### src/rtl/tagfifo_pkg.sv
// Shared constants for the tagged result queue.
// Assumes at most seven producers so the channel number fits in three bits.
package tagfifo_pkg;
    localparam int SRC_ID_W = 3;
    localparam int MAX_SRC  = 7;
endpackage

### src/rtl/tagfifo_hold.sv
// One-deep holding register for a single producer channel.
// Loads a new result when empty or when drained in the same cycle;
// otherwise the arriving result is reported as dropped.
// Assumes drain is only asserted while hold_vld is 1.
module tagfifo_hold #(
    parameter int DATA_W = 16
) (
    input  logic              clk,
    input  logic              rst_n,
    input  logic              flush,
    input  logic              in_vld,
    input  logic [DATA_W-1:0] in_data,
    input  logic              in_sign,
    input  logic              drain,
    output logic              hold_vld,
    output logic [DATA_W-1:0] hold_data,
    output logic              hold_sign,
    output logic              drop
);
    logic accept;

    // Accept when free now or freed by this cycle's drain.
    always_comb begin
        accept = in_vld && (!hold_vld || drain) && !flush;
        drop   = in_vld && hold_vld && !drain && !flush;
    end

    // Occupancy flag of the holding register.
    always_ff @(posedge clk) begin
        if (!rst_n)      hold_vld <= 1'b0;
        else if (flush)  hold_vld <= 1'b0;
        else if (accept) hold_vld <= 1'b1;
        else if (drain)  hold_vld <= 1'b0;
    end

    // Payload capture of the holding register.
    always_ff @(posedge clk) begin
        if (!rst_n) begin
            hold_data <= '0;
            hold_sign <= 1'b0;
        end else if (accept) begin
            hold_data <= in_data;
            hold_sign <= in_sign;
        end
    end
endmodule

### src/rtl/tagfifo_arb.sv
// Fixed-priority selector: the lowest-numbered requesting channel wins.
// Purely combinational; returns a one-hot grant and its binary index.
module tagfifo_arb
    import tagfifo_pkg::*;
#(
    parameter int N_SRC = 7
) (
    input  logic [N_SRC-1:0]    req,
    output logic                gnt_vld,
    output logic [N_SRC-1:0]    gnt_oh,
    output logic [SRC_ID_W-1:0] gnt_idx
);
    // Scan from the top down so the lowest requester is the last written.
    always_comb begin
        gnt_oh  = '0;
        gnt_idx = '0;
        for (int i = N_SRC - 1; i >= 0; i--) begin
            if (req[i]) begin
                gnt_oh    = '0;
                gnt_oh[i] = 1'b1;
                gnt_idx   = SRC_ID_W'(i);
            end
        end
        gnt_vld = |req;
    end
endmodule

### src/rtl/tagfifo_store.sv
// Circular entry store with read/write pointers and an occupancy count.
// Pushes while full and pops while empty are ignored here; the caller
// is responsible for reporting the dropped push. Flush has priority.
module tagfifo_store #(
    parameter int EW    = 20,
    parameter int DEPTH = 16,
    parameter int CNT_W = 8
) (
    input  logic             clk,
    input  logic             rst_n,
    input  logic             flush,
    input  logic             push,
    input  logic [EW-1:0]    wr_entry,
    input  logic             pop,
    output logic [EW-1:0]    head,
    output logic             full,
    output logic [CNT_W-1:0] count
);
    localparam int PTR_W = (DEPTH > 1) ? $clog2(DEPTH) : 1;
    localparam logic [PTR_W-1:0] LAST = PTR_W'(DEPTH - 1);

    logic [EW-1:0]    mem [DEPTH];
    logic [PTR_W-1:0] wr_ptr, rd_ptr;
    logic             do_push, do_pop;

    // Qualify requests against the current fill level.
    always_comb begin
        full    = (count == CNT_W'(DEPTH));
        do_push = push && !full && !flush;
        do_pop  = pop && (count != '0) && !flush;
        head    = mem[rd_ptr];
    end

    // Pointer advance with wrap at DEPTH.
    always_ff @(posedge clk) begin
        if (!rst_n || flush) begin
            wr_ptr <= '0;
            rd_ptr <= '0;
        end else begin
            if (do_push) wr_ptr <= (wr_ptr == LAST) ? '0 : wr_ptr + 1'b1;
            if (do_pop)  rd_ptr <= (rd_ptr == LAST) ? '0 : rd_ptr + 1'b1;
        end
    end

    // Occupancy count.
    always_ff @(posedge clk) begin
        if (!rst_n || flush)       count <= '0;
        else if (do_push && !do_pop) count <= count + 1'b1;
        else if (do_pop && !do_push) count <= count - 1'b1;
    end

    // Entry storage write.
    always_ff @(posedge clk) begin
        if (do_push) mem[wr_ptr] <= wr_entry;
    end
endmodule

### src/rtl/conv_tag_fifo.sv
// Tagged multi-channel result queue top.
// Producer strobes pass through per-channel holding registers, a
// lowest-first selector moves one held result per cycle into the store,
// and each entry is tagged with channel number and sign flag.
// Assumes N_SRC <= 7 and CNT_W wide enough to hold DEPTH.
module conv_tag_fifo
    import tagfifo_pkg::*;
#(
    parameter int N_SRC  = 7,
    parameter int DATA_W = 16,
    parameter int DEPTH  = 16,
    parameter int CNT_W  = 8
) (
    input  logic                    clk,
    input  logic                    rst_n,
    input  logic                    cfg_fifo_en,
    input  logic [N_SRC-1:0]        cfg_src_en,
    input  logic                    cfg_irq_en,
    input  logic [N_SRC-1:0]        src_valid,
    input  logic [N_SRC*DATA_W-1:0] src_data,
    input  logic [N_SRC-1:0]        src_sign,
    input  logic                    rd_pop,
    output logic [DATA_W-1:0]       rd_data,
    output logic [SRC_ID_W-1:0]     rd_id,
    output logic                    rd_sign,
    output logic [CNT_W-1:0]        occ_count,
    output logic                    rd_ready,
    output logic                    irq,
    input  logic                    ovf_clr,
    output logic                    ovf_err
);
    localparam int EW = DATA_W + SRC_ID_W + 1;

    logic [N_SRC-1:0]    hold_vld, drop_v, gnt_oh;
    logic [DATA_W-1:0]   hold_data [N_SRC];
    logic [N_SRC-1:0]    hold_sign;
    logic                gnt_vld;
    logic [SRC_ID_W-1:0] gnt_idx;
    logic [DATA_W-1:0]   win_data;
    logic                win_sign;
    logic [EW-1:0]       wr_entry, head;
    logic                st_full, ovf_set;

    generate
        for (genvar g = 0; g < N_SRC; g++) begin : g_hold
            tagfifo_hold #(.DATA_W(DATA_W)) u_hold (
                .clk      (clk),
                .rst_n    (rst_n),
                .flush    (!cfg_fifo_en),
                .in_vld   (src_valid[g] && cfg_src_en[g] && cfg_fifo_en),
                .in_data  (src_data[g*DATA_W +: DATA_W]),
                .in_sign  (src_sign[g]),
                .drain    (gnt_oh[g]),
                .hold_vld (hold_vld[g]),
                .hold_data(hold_data[g]),
                .hold_sign(hold_sign[g]),
                .drop     (drop_v[g])
            );
        end
    endgenerate

    tagfifo_arb #(.N_SRC(N_SRC)) u_arb (
        .req    (hold_vld),
        .gnt_vld(gnt_vld),
        .gnt_oh (gnt_oh),
        .gnt_idx(gnt_idx)
    );

    // Select the winning channel's payload and pack the entry.
    always_comb begin
        win_data = '0;
        win_sign = 1'b0;
        for (int i = 0; i < N_SRC; i++) begin
            if (gnt_oh[i]) begin
                win_data = hold_data[i];
                win_sign = hold_sign[i];
            end
        end
        wr_entry = {win_sign, gnt_idx, win_data};
    end

    tagfifo_store #(.EW(EW), .DEPTH(DEPTH), .CNT_W(CNT_W)) u_store (
        .clk     (clk),
        .rst_n   (rst_n),
        .flush   (!cfg_fifo_en),
        .push    (gnt_vld),
        .wr_entry(wr_entry),
        .pop     (rd_pop),
        .head    (head),
        .full    (st_full),
        .count   (occ_count)
    );

    // Unpack head and derive ready and interrupt.
    always_comb begin
        rd_data  = head[DATA_W-1:0];
        rd_id    = head[DATA_W +: SRC_ID_W];
        rd_sign  = head[EW-1];
        rd_ready = (occ_count != '0);
        irq      = rd_ready && cfg_irq_en;
        ovf_set  = cfg_fifo_en && ((gnt_vld && st_full) || (|drop_v));
    end

    // Sticky overflow error; a new event wins over the clear pulse.
    always_ff @(posedge clk) begin
        if (!rst_n)       ovf_err <= 1'b0;
        else if (ovf_set) ovf_err <= 1'b1;
        else if (ovf_clr) ovf_err <= 1'b0;
    end
endmodule

### config.mk
export PLATFORM = sky130hd
export DESIGN_NAME = conv_tag_fifo
export DESIGN_NICKNAME = d
export VERILOG_FILES = /design/src/rtl/tagfifo_pkg.sv /design/src/rtl/tagfifo_hold.sv /design/src/rtl/tagfifo_arb.sv /design/src/rtl/tagfifo_store.sv /design/src/rtl/conv_tag_fifo.sv
export SDC_FILE = /design/constraint.sdc
export NUM_CORES = 1
export LEC_CHECK = 0
export ABC_AREA = 1
export BUFFER_PORTS_ARGS = -buffer_cell sky130_fd_sc_hd__buf_2
export CAP_MARGIN = 40
export CORE_MARGIN = 3
export CORE_UTILIZATION = 35
export DETAILED_ROUTE_END_ITERATION = 8
export HOLD_SLACK_MARGIN = 0.12
export PLACE_DENSITY_LB_ADDON = 0.1
export SLEW_MARGIN = 20
export SYNTH_ARGS = -nofsm -noshare
export SYNTH_HDL_FRONTEND = slang
export SYNTH_SLANG_ARGS = --single-unit
### constraint.sdc
create_clock -name clk -period 6.5 [get_ports clk]
set_input_delay 0.325 -clock clk [delete_from_list [all_inputs] [get_ports clk]]
set_output_delay 0.325 -clock clk [all_outputs]
set_load 0.05 [all_outputs]
# After elaboration in Yosys (flattened, before gate mapping)
# Memories as Yosys holds them, arrays and structs flattened. A register that Yosys moved wholly into a read port is not among the register bits.
# Index checks and enable logic that the tools add are counted.
classes:
  mux: 52
  add_sub_neg: 4
  eq_ne: 3
  n_reduce_logical: 99
op_table:
  columns: ["cell", "count"]
  rows:
  - ["2-to-1 mux 16 bit", 7]
  - ["logical AND 1 bit", 58]
  - ["2-to-1 mux 7 bit", 7]
  - ["2-to-1 mux 1 bit", 25]
  - ["2-to-1 mux 3 bit", 7]
  - ["zero test 1 bit", 19]
  - ["nonzero test 2 bit", 9]
  - ["2-to-1 mux 4 bit", 4]
  - ["2-to-1 mux 8 bit", 2]
  - ["OR reduction 7 bit", 2]
  - ["logical OR 1 bit", 9]
  - ["adder 4 x 1 -> 4 bit (second input constant)", 2]
  - ["adder 8 x 1 -> 8 bit (second input constant)", 1]
  - ["equality test 4 bit (second input constant)", 2]
  - ["equality test 8 x 5 -> 1 bit (second input constant)", 1]
  - ["nonzero test 8 bit", 1]
  - ["subtractor 8 x 1 -> 8 bit (second input constant)", 1]
  - ["AND reduction 2 bit", 1]
totals:
  memories: 1
  output_inout_bits: 31
  word_cells: 184
  ram_bits: 320
  ff_bits: 143
memory_table:
  columns: ["memory", "depth", "word_bits", "rd", "rd_clocked_by_memory_dff", "write_ports", "line", "source"]
  rows:
  - ["u_store.mem", 16, 20, 1, 1, 1, "tagfifo_store.sv:22", "logic [EW-1:0] mem [DEPTH];"]

# Depth between registers and ports, before layout
# Gate-level depths: netlist (run 1).
logic_depth:
  word_depth: 14
  ltp_mapped: 17
  mapped_depth_nobuf: 17

# Cells and area by module
# From an unflattened synthesis (run 1), not the netlist that was laid out.
unflattened:
  cells_unflattened: 2391
  area_unflattened_um2: 21760.9
by_module_without_submodules:
  columns: ["module", "seq_area_each_um2", "n_inst", "cells_each", "area_per_inst_um2"]
  rows:
  - ["tagfifo_store", 10009.6, 1, 1204, 14258.7]
  - ["tagfifo_hold", 360.3, 7, 119, 837.1]
  - ["conv_tag_fifo", 20.0, 1, 327, 1507.7]
  - ["tagfifo_arb", 0.0, 1, 27, 135.1]

# Worst setup path after synthesis (run 1)
# No wires, ideal clock.
synth_path:
  path_type: "register to register"
  start: "register u_store.count[0]"
  end: "memory u_store.mem[1][0] (enable)"
  stages_incl_launch_ff: 8
  t_arrival_ps: 2761
  path_slack_ps: 3316
  t_required_ps: 6078
  period_less_slack_ps: 3184
  setup_ps: 422
  path_cell_list: "dfxtp_1 -> inv_1 -> nand4_1 -> inv_1 -> nand2_1 -> nand2_2 -> buf_2 -> nor3_1"
synth_between:
  elab_chain_len: 6
synth_rtl:
  columns: ["item", "line", "source"]
  rows:
  - ["start: declaration", "tagfifo_store.sv:17", "output logic [CNT_W-1:0] count"]
  - ["start signal: assignment", "tagfifo_store.sv:48", "else if (do_push && !do_pop) count <= count + 1'b1;"]
  - ["start signal: assignment", "tagfifo_store.sv:49", "else if (do_pop && !do_push) count <= count - 1'b1;"]
  - ["equality test 8 x 5 -> 1 bit", "tagfifo_store.sv:28", "full = (count == CNT_W'(DEPTH));"]
  - ["zero test 1 bit", "tagfifo_store.sv:29", "do_push = push && !full && !flush;"]
  - ["logical AND 1 bit (2 in series)", "tagfifo_store.sv:29", null]
  - ["2-to-1 mux 1 bit", "tagfifo_store.sv:54", "if (do_push) mem[wr_ptr] <= wr_entry;"]
  - ["2-to-1 mux 1 bit (implied by the code)", "tagfifo_store.sv:54", null]
  - ["end: declaration", "tagfifo_store.sv:22", null]
# Every way passes these cells.

# Worst setup path after layout (run 1)
layout_path:
  start: "register g_hold[1].u_hold.hold_vld"
  end: "register u_store.count[3]"
layout_between:
  elab_chain_len: 6
layout_rtl:
  columns: ["item", "line", "source"]
  rows:
  - ["start: declaration", "tagfifo_hold.sv:15", "output logic hold_vld,"]
  - ["start signal: assignment", "tagfifo_hold.sv:30", "if (!rst_n) hold_vld <= 1'b0;"]
  - ["start signal: assignment", "tagfifo_hold.sv:31", "else if (flush) hold_vld <= 1'b0;"]
  - ["start signal: assignment", "tagfifo_hold.sv:32", "else if (accept) hold_vld <= 1'b1;"]
  - ["OR reduction 7 bit (*)", "tagfifo_arb.sv:24", "gnt_vld = |req;"]
  - ["logical AND 1 bit (*) (2 in series)", "tagfifo_store.sv:29", null]
  - ["named net u_store.do_push", "tagfifo_store.sv:24", "logic do_push, do_pop;"]
  - ["zero test 1 bit", "tagfifo_store.sv:49", null]
  - ["logical AND 1 bit", "tagfifo_store.sv:49", null]
  - ["nonzero test 2 bit (no source line)", null, null]
# The timed path passes the listed nets; every way through them passes the cells marked *.
# A chain may end at the register's enable or synchronous reset.

==> results of run 1 <==
## final cells by class
class	count	area [um^2]
flip-flops and latches	467	12600
well taps	748	936
fillers	5421	31100
inverters	254	956
clock inverters	26	183
multi-input cells	1152	5700
repair buffers	333	2490
clock buffers	66	1380
## per-stage QoR
| step | cell area [um^2] | hold WS (ns) | setup slack [ns] | utilization | power (uW) |
|---|---|---|---|---|---|
| after floorplan | 19600 | 0.424 | 3.32 | - | 3620 |
| after CTS | 24200 | 0.120 | 2.97 | 0.437 | 6590 |
| final | 24200 | 0.154 | 3.01 | 0.437 | 6520 |
| after global placement | 21200 | 0.437 | 3.21 | 0.384 | 3780 |
| after global routing | 24200 | 0.144 | 2.72 | 0.437 | 6770 |
| after detailed placement | 21300 | 0.437 | 3.06 | 0.385 | 3790 |
## worst max-delay path, stage by stage, from the launching register on
cell     delay [ns]
dfxtp_1        0.89
nor2_4         0.14
nand2_4        0.16
nor2_1         0.08
nor2_2         0.12
nand2_2        0.28
inv_2          0.21
ha_1           0.24
inv_1          0.17
ha_1           0.41
nand3_1        0.10
nand3_1        0.13
inv_1          0.07
or2_2          0.27
nand3_1        0.07
nand2_1        0.06
inv_1          0.04
## report_power, final
| part | internal (uW) | switching (uW) |
|---|---|---|
| sequential | 3210 | 35.7 |
| clock | 1560 | 1170 |
| combinational | 199 | 343 |
| total | 4970 | 1550 |
## routing by layer
layer  vias up  global-route usage
met2       313               0.321
met3        67              0.0296
met1      6975               0.257
li1       7299                   -
met4         0              0.0394
met5         -                   0
## logic make-up (layout without fill, tap and decap cells)
family,after synthesis,in the layout,synth area share
compound gates,433,433,0.121
simple gates,699,699,0.154
xor+xnor,6,6,0.00268
flops,467,467,0.640
fa+ha+maj,14,14,0.00932
buf+inv,365,679,0.0728
## cells in the mapped netlist, drive strengths merged
cell      n
nor2    239
nand4    21
o211ai   80
xor2      4
nor3     15
fa        1
clkbuf   62
a31oi     1
inv     250
nand2   240
buf      49
or2       2
a21oi   140
dfxtp   147
clkinv    4
o21ai   211
xnor2     2
o21a      1
nand3b    2
edfxtp  320
ha       13
nand3   180
## worst paths after layout
path                                          startpoint                                     endpoint  slack [ns]
min                                        cfg_src_en[3]       g_hold[3].u_hold.hold_vld$_SDFFE_PN0P_        0.15
min reg2reg  g_hold[0].u_hold.hold_data[12]$_SDFFE_PN0P_  g_hold[0].u_hold.hold_data[12]$_SDFFE_PN0P_        0.45
max               g_hold[1].u_hold.hold_vld$_SDFFE_PN0P_                u_store.count[3]$_SDFFE_PN0P_        3.01
max reg2reg       g_hold[1].u_hold.hold_vld$_SDFFE_PN0P_                u_store.count[3]$_SDFFE_PN0P_        3.01
## registers in the layout, summed over array words and instances, names as in the netlist, named ones only
signal / count
u_store.mem: 320
g_hold.u_hold.hold_data: 112
u_store.count: 8
g_hold.u_hold.hold_sign: 7
g_hold.u_hold.hold_vld: 7
u_store.rd_ptr: 4
u_store.wr_ptr: 4
ovf_err: 1
## cell usage in the layout (no fill, tap or decap), drive strengths merged, types with 129 or more instances in the layout
cell type / synthesis / routed
edfxtp: 320 / 320
inv: 250 / 250
nand2: 240 / 240
nor2: 239 / 239
o21ai: 211 / 211
buf: 49 / 204
nand3: 180 / 180
dfxtp: 147 / 147
a21oi: 140 / 140
dlygate4sd3: 0 / 129
==> results.json, run 1 <==
{
  "syn_to_final_growth_pct": 23.4,
  "syn_area_um2": 19600,
  "grt_pass1_vias": 14300,
  "die_y_um": 243,
  "dp.cells": 2824,
  "rsz0062_at_grt": "false",
  "core_um2": 55300,
  "setup_viol": 0,
  "outcome": "finished clean",
  "clock_path_buffers": 3,
  "numPortBuffers": 169,
  "synth_top_area_share": 0.490,
  "clock_skew_ns": 0.0182,
  "synth_cells": 1984,
  "final_layout_size_suffix_gt1_frac": 0.134,
  "synth.net_count": 2137,
  "wl_met3_mm": 2.29,
  "overflow": 0,
  "stdcell_count": 3046,
  "dp.final_hpwl_mm": 34.5,
  "irDropWorstVdd_v": 0.000195,
  "fin_setup_tns_ns": 0,
  "cts-root-buf": "clkbuf_16",
  "cts-resized-gates": 0,
  "cts_tree": "yes",
  "synth.area.top_cells": "edfxtp_1, dfxtp_1, o21ai_0",
  "vias": 14700,
  "place.gp.congestion": 0.825,
  "fin_crit_sh": 0.538,
  "die_x_um": 243,
  "worst_setup_path_end_kind": "flop",
  "antenna_found_initial": 3,
  "ios": 170,
  "die_area_um2": 58900,
  "r2r_cells": 16,
  "final_max_slew_viol_count": 0,
  "routed_wl_mm": 56.4,
  "period_needed_ns": 3.49,
  "clock_sinks": 467,
  "start_util": 0.355,
  "cts_buffers": 50,
  "cp_data_required_time_ns": 7.04,
  "ys_warn_count": 0,
  "top_layer": "met4",
  "clock.fmax_mhz": 286,
  "avgRoutedWirePerCell_um": 18.5,
  "route.detailed.drc": 0,
  "pwr_density_cell_nw_per_um2": 269,
  "layout.nets": 2411,
  "clkTransAtPathRegs_ns": 0.06,
  "rows": 86,
  "path_max_fanout": 21,
  "ys_ff_latch": 467,
  "wl_met2_mm": 27.2,
  "hold_path_class": "in2reg",
  "diodes": 0,
  "drt_iter0_drc": 942,
  "yosysTopAreaCell": "edfxtp_1",
  "dr.pass1.iters": 5,
  "tightest_slew_ns": 0.875,
  "clk_latency_ns": 0.60,
  "cp-start-kind": "flop",
  "grt_max_degree": 179,
  "drt-met1-wl_mm": 25.9,
  "grt_first_pass_wirelength_mm": 86.3,
  "track_usage": 0.189,
  "synth_area_per_cell_um2": 9.88,
  "post_cts_buffers": 0,
  "arrival_ns": 4.03,
  "ctsHoldBuffers": 129,
  "final_hold_viol_count": 0,
  "antenna_left": 0,
  "p_leak_uw": 0.00928,
  "worstSetupPathType": "reg2reg",
  "hold_path_depth": 3,
  "yosysSeqAreaShare": 0.640,
  "cap_violations": 0,
  "max_slew_margin": 0.416,
  "synth_cell_type_count": 34,
  "vias_per_cell": 4.81,
  "htree_levels": 2
}
(Power assumes the default switching activity.)
==> run 2: changes to the inputs <==
--- a/config.mk
+++ b/config.mk
@@ -5,7 +5,7 @@
 export SDC_FILE = /design/constraint.sdc
 export NUM_CORES = 1
 export LEC_CHECK = 0
-export ABC_AREA = 1
+export ABC_AREA = 0
 export BUFFER_PORTS_ARGS = -buffer_cell sky130_fd_sc_hd__buf_2
 export CAP_MARGIN = 40
 export CORE_MARGIN = 3
==> constraint.sdc (replaced) <==
create_clock -name clk -period 3.1 [get_ports clk]
set_input_delay 0.155 -clock clk [delete_from_list [all_inputs] [get_ports clk]]
set_output_delay 0.155 -clock clk [all_outputs]
set_load 0.05 [all_outputs]
==> results.json, run 2 <==
{
  "dr.pass1.iters": 5,
  "rsz0062_at_grt": "false",
  "numPortBuffers": 169,
  "die_x_um": 241,
  "drt_iter0_drc": 812,
  "ys_warn_count": 0,
  "track_usage": 0.196,
  "clockPowerShare": 0.427,
  "p_seq_frac": 0.487,
  "synth_ff_type": "edfxtp_1",
  "worstSetupPathType": "reg2reg",
  "final_max_slew_viol_count": 0,
  "vias": 12700,
  "cp_top_family": "simple AND/OR/NAND/NOR gates",
  "synth_adder_area_share": 0.00945,
  "hold_path_class": "in2reg",
  "cp-start-kind": "flop",
  "cts-root-buf": "clkbuf_16",
  "grt_pass1_vias": 13000,
  "synth-edff-count": 320,
  "antenna_found_initial": 0,
  "core_um2": 54200,
  "cp.buffers_inverters": 0,
  "top_layer": "met4",
  "synth_top_area_share": 0.497,
  "final_cell_mix": "edfxtp_1, nand2_1, buf_2",
  "internal_power_uw": 10800,
  "grt_first_pass_wirelength_mm": 83.9,
  "path_max_fanout": 7,
  "wl_met3_mm": 2.63,
  "synth_compound_area_frac": 0.103,
  "clock_path_buffers": 3,
  "synth.area.top_cells": "edfxtp_1, dfxtp_1, mux4_2",
  "route.detailed.drc": 0,
  "yosysSeqAreaShare": 0.649,
  "largest_reg_flops": 320,
  "die_area_um2": 58100,
  "period_needed_ns": 2.93,
  "finalPower_uw": 14000,
  "synth_cells": 1388,
  "async_flop_share": 0,
  "drt-met1-wl_mm": 25.4,
  "wl_met2_mm": 27.3,
  "swShare": 0.229,
  "reg_top3": "u_store.mem x320, g_hold.u_hold.hold_data x112, u_store.count x8",
  "synth_cell_type_count": 57,
  "irDropWorstVdd_v": 0.000380,
  "synth_area_per_cell_um2": 13.9,
  "pwr-share-comb": 0.086,
  "start_util": 0.356,
  "synth_mux_area_frac": 0.118,
  "htree_levels": 2,
  "tightest_slew_ns": 0.845,
  "max_slew_margin": 0.435,
  "nFillCells": 5024,
  "synthXorXnorAreaFrac": 0.00227,
  "outcome": "finished clean",
  "clock_skew_ns": 0.0161,
  "synthTopCellsByCount": "edfxtp_1, nand2_1, dfxtp_1",
  "grt_max_degree": 79,
  "clk_latency_ns": 0.59,
  "synth-simple-area-share": 0.0910,
  "place.gp.congestion": 0.845,
  "ys_ff_latch": 467,
  "p_sw_uw": 3200,
  "cts_buffers": 50,
  "ios": 170,
  "routed_wl_mm": 56.6,
  "arrival_ns": 3.44,
  "final_common_cell": "edfxtp_1",
  "worst_setup_path_end_kind": "flop",
  "avgRoutedWirePerCell_um": 23.0,
  "synth.net_count": 1541,
  "clock.fmax_mhz": 341,
  "die_y_um": 241,
  "registers.top_by_ff_count": "u_store.mem",
  "rows": 85,
  "syn_to_final_growth_pct": 25.3,
  "cp_data_required_time_ns": 3.61,
  "final_layout_size_suffix_gt1_frac": 0.252,
  "path_common_cell": "nand3b_1",
  "dp.final_hpwl_mm": 35.0,
  "yosysTopAreaCell": "edfxtp_1",
  "layout.nets": 1876,
  "crit_chain": "or4b_2 -> o21ai_2 -> nor2_1 -> ha_2 -> fa_1 -> nand3b_1 -> nand3b_1 -> or3b_2 -> a21oi_1",
  "synth_top_family_by_area": "multiplexers",
  "p_leak_uw": 0.00829,
  "fin_setup_tns_ns": 0,
  "overflow": 0,
  "clock_sinks": 467,
  "cp_slowest_cell": "or4b_2",
  "clkTransAtPathRegs_ns": 0.06,
  "slowest_delay_ns": 0.73,
  "pwr_density_cell_nw_per_um2": 576,
  "yosysMostFrequentCell": "edfxtp_1",
  "setup_viol": 0,
  "cap_violations": 0,
  "final_hold_viol_count": 0,
  "antenna_left": 0,
  "fin_crit_sh": 0.945,
  "cts_tree": "yes",
  "vias_per_cell": 5.17,
  "syn_area_um2": 19300
}
[run 2: worst paths after layout]
path | startpoint | end | slack [ns] | cells after the start
max | u_store.count[0]$_SDFFE_PN0P_ | u_store.count[4]$_SDFFE_PN0P_ | 0.17 | 9
min | rst_n | g_hold[2].u_hold.hold_vld$_SDFFE_PN0P_ | 0.20 | 3
max reg2reg | u_store.count[0]$_SDFFE_PN0P_ | u_store.count[4]$_SDFFE_PN0P_ | 0.17 | 9
min reg2reg | g_hold[4].u_hold.hold_data[10]$_SDFFE_PN0P_ | g_hold[4].u_hold.hold_data[10]$_SDFFE_PN0P_ | 0.46 | 2
[run 2: layer usage]
metal / track usage / vias up
li1: - / 5933
met1: 0.271 / 6383
met2: 0.326 / 327
met3: 0.0299 / 73
met4: 0.0498 / 0
met5: 0 / -
[run 2: what timing repair did]
| action | CTS | global route |
|---|---|---|
| cloned | 0 | 0 |
| setup endpoints to repair | 4 | 1 |
| setup buffers | 3 | 0 |
| endpoints found under the hold margin | 130 | 0 |
| resized for setup | 0 | 3 |
| hold buffers | 130 | 0 |
[run 2: power groups by stage]
stage	Combinational (uW)	Sequential, uW	Clock (uW)
after floorplan	651	6950	0
after global placement	1060	6930	0
after detailed placement	1080	6940	0
after CTS	1210	6800	6100
after global routing	1310	6810	6380
final	1210	6800	5960
[run 2: cells by family after synthesis]
family / count (synthesis)
and+or+nand+nor: 378
muxes: 102
xor gates and xnor gates: 5
DFF: 467
adders and majority gates: 14
AOI/OAI and AO/OA: 299
buffers and inverters: 123
[run 2: area by class of cell]
| class | instances | area [um^2] | share of cell area |
|---|---|---|---|
| antenna | 1 | 2.50 | 0.000103 |
| clock buffer | 71 | 1370 | 0.0566 |
| clock inverter | 20 | 238 | 0.00981 |
| inverter | 26 | 100 | 0.00413 |
| multi-input combinational | 798 | 6260 | 0.258 |
| sequential | 467 | 12600 | 0.519 |
| tap | 696 | 871 | 0.0359 |
| timing repair buffer | 380 | 2810 | 0.116 |
[run 2: worst min-delay path, delay by kind of cell]
kind                   cells  cell delay, ns
AOI/OAI and AO/OA          1            0.07
and+or+nand+nor            1            0.40
buffers and inverters      1            0.10
[run 2: through the flow]
step	hold WS, ns	instances	cell area (um^2)	utilization	setup slack [ns]
floorplan	0.290	1388	19300	-	0.00896
global placement	0.402	2230	21300	0.392	0.103
detailed placement	0.405	2233	21300	0.392	0.0803
CTS	0.153	2457	24200	0.446	0.0629
global route	0.212	2458	24200	0.447	0.00899
finish	0.202	2459	24200	0.447	0.169
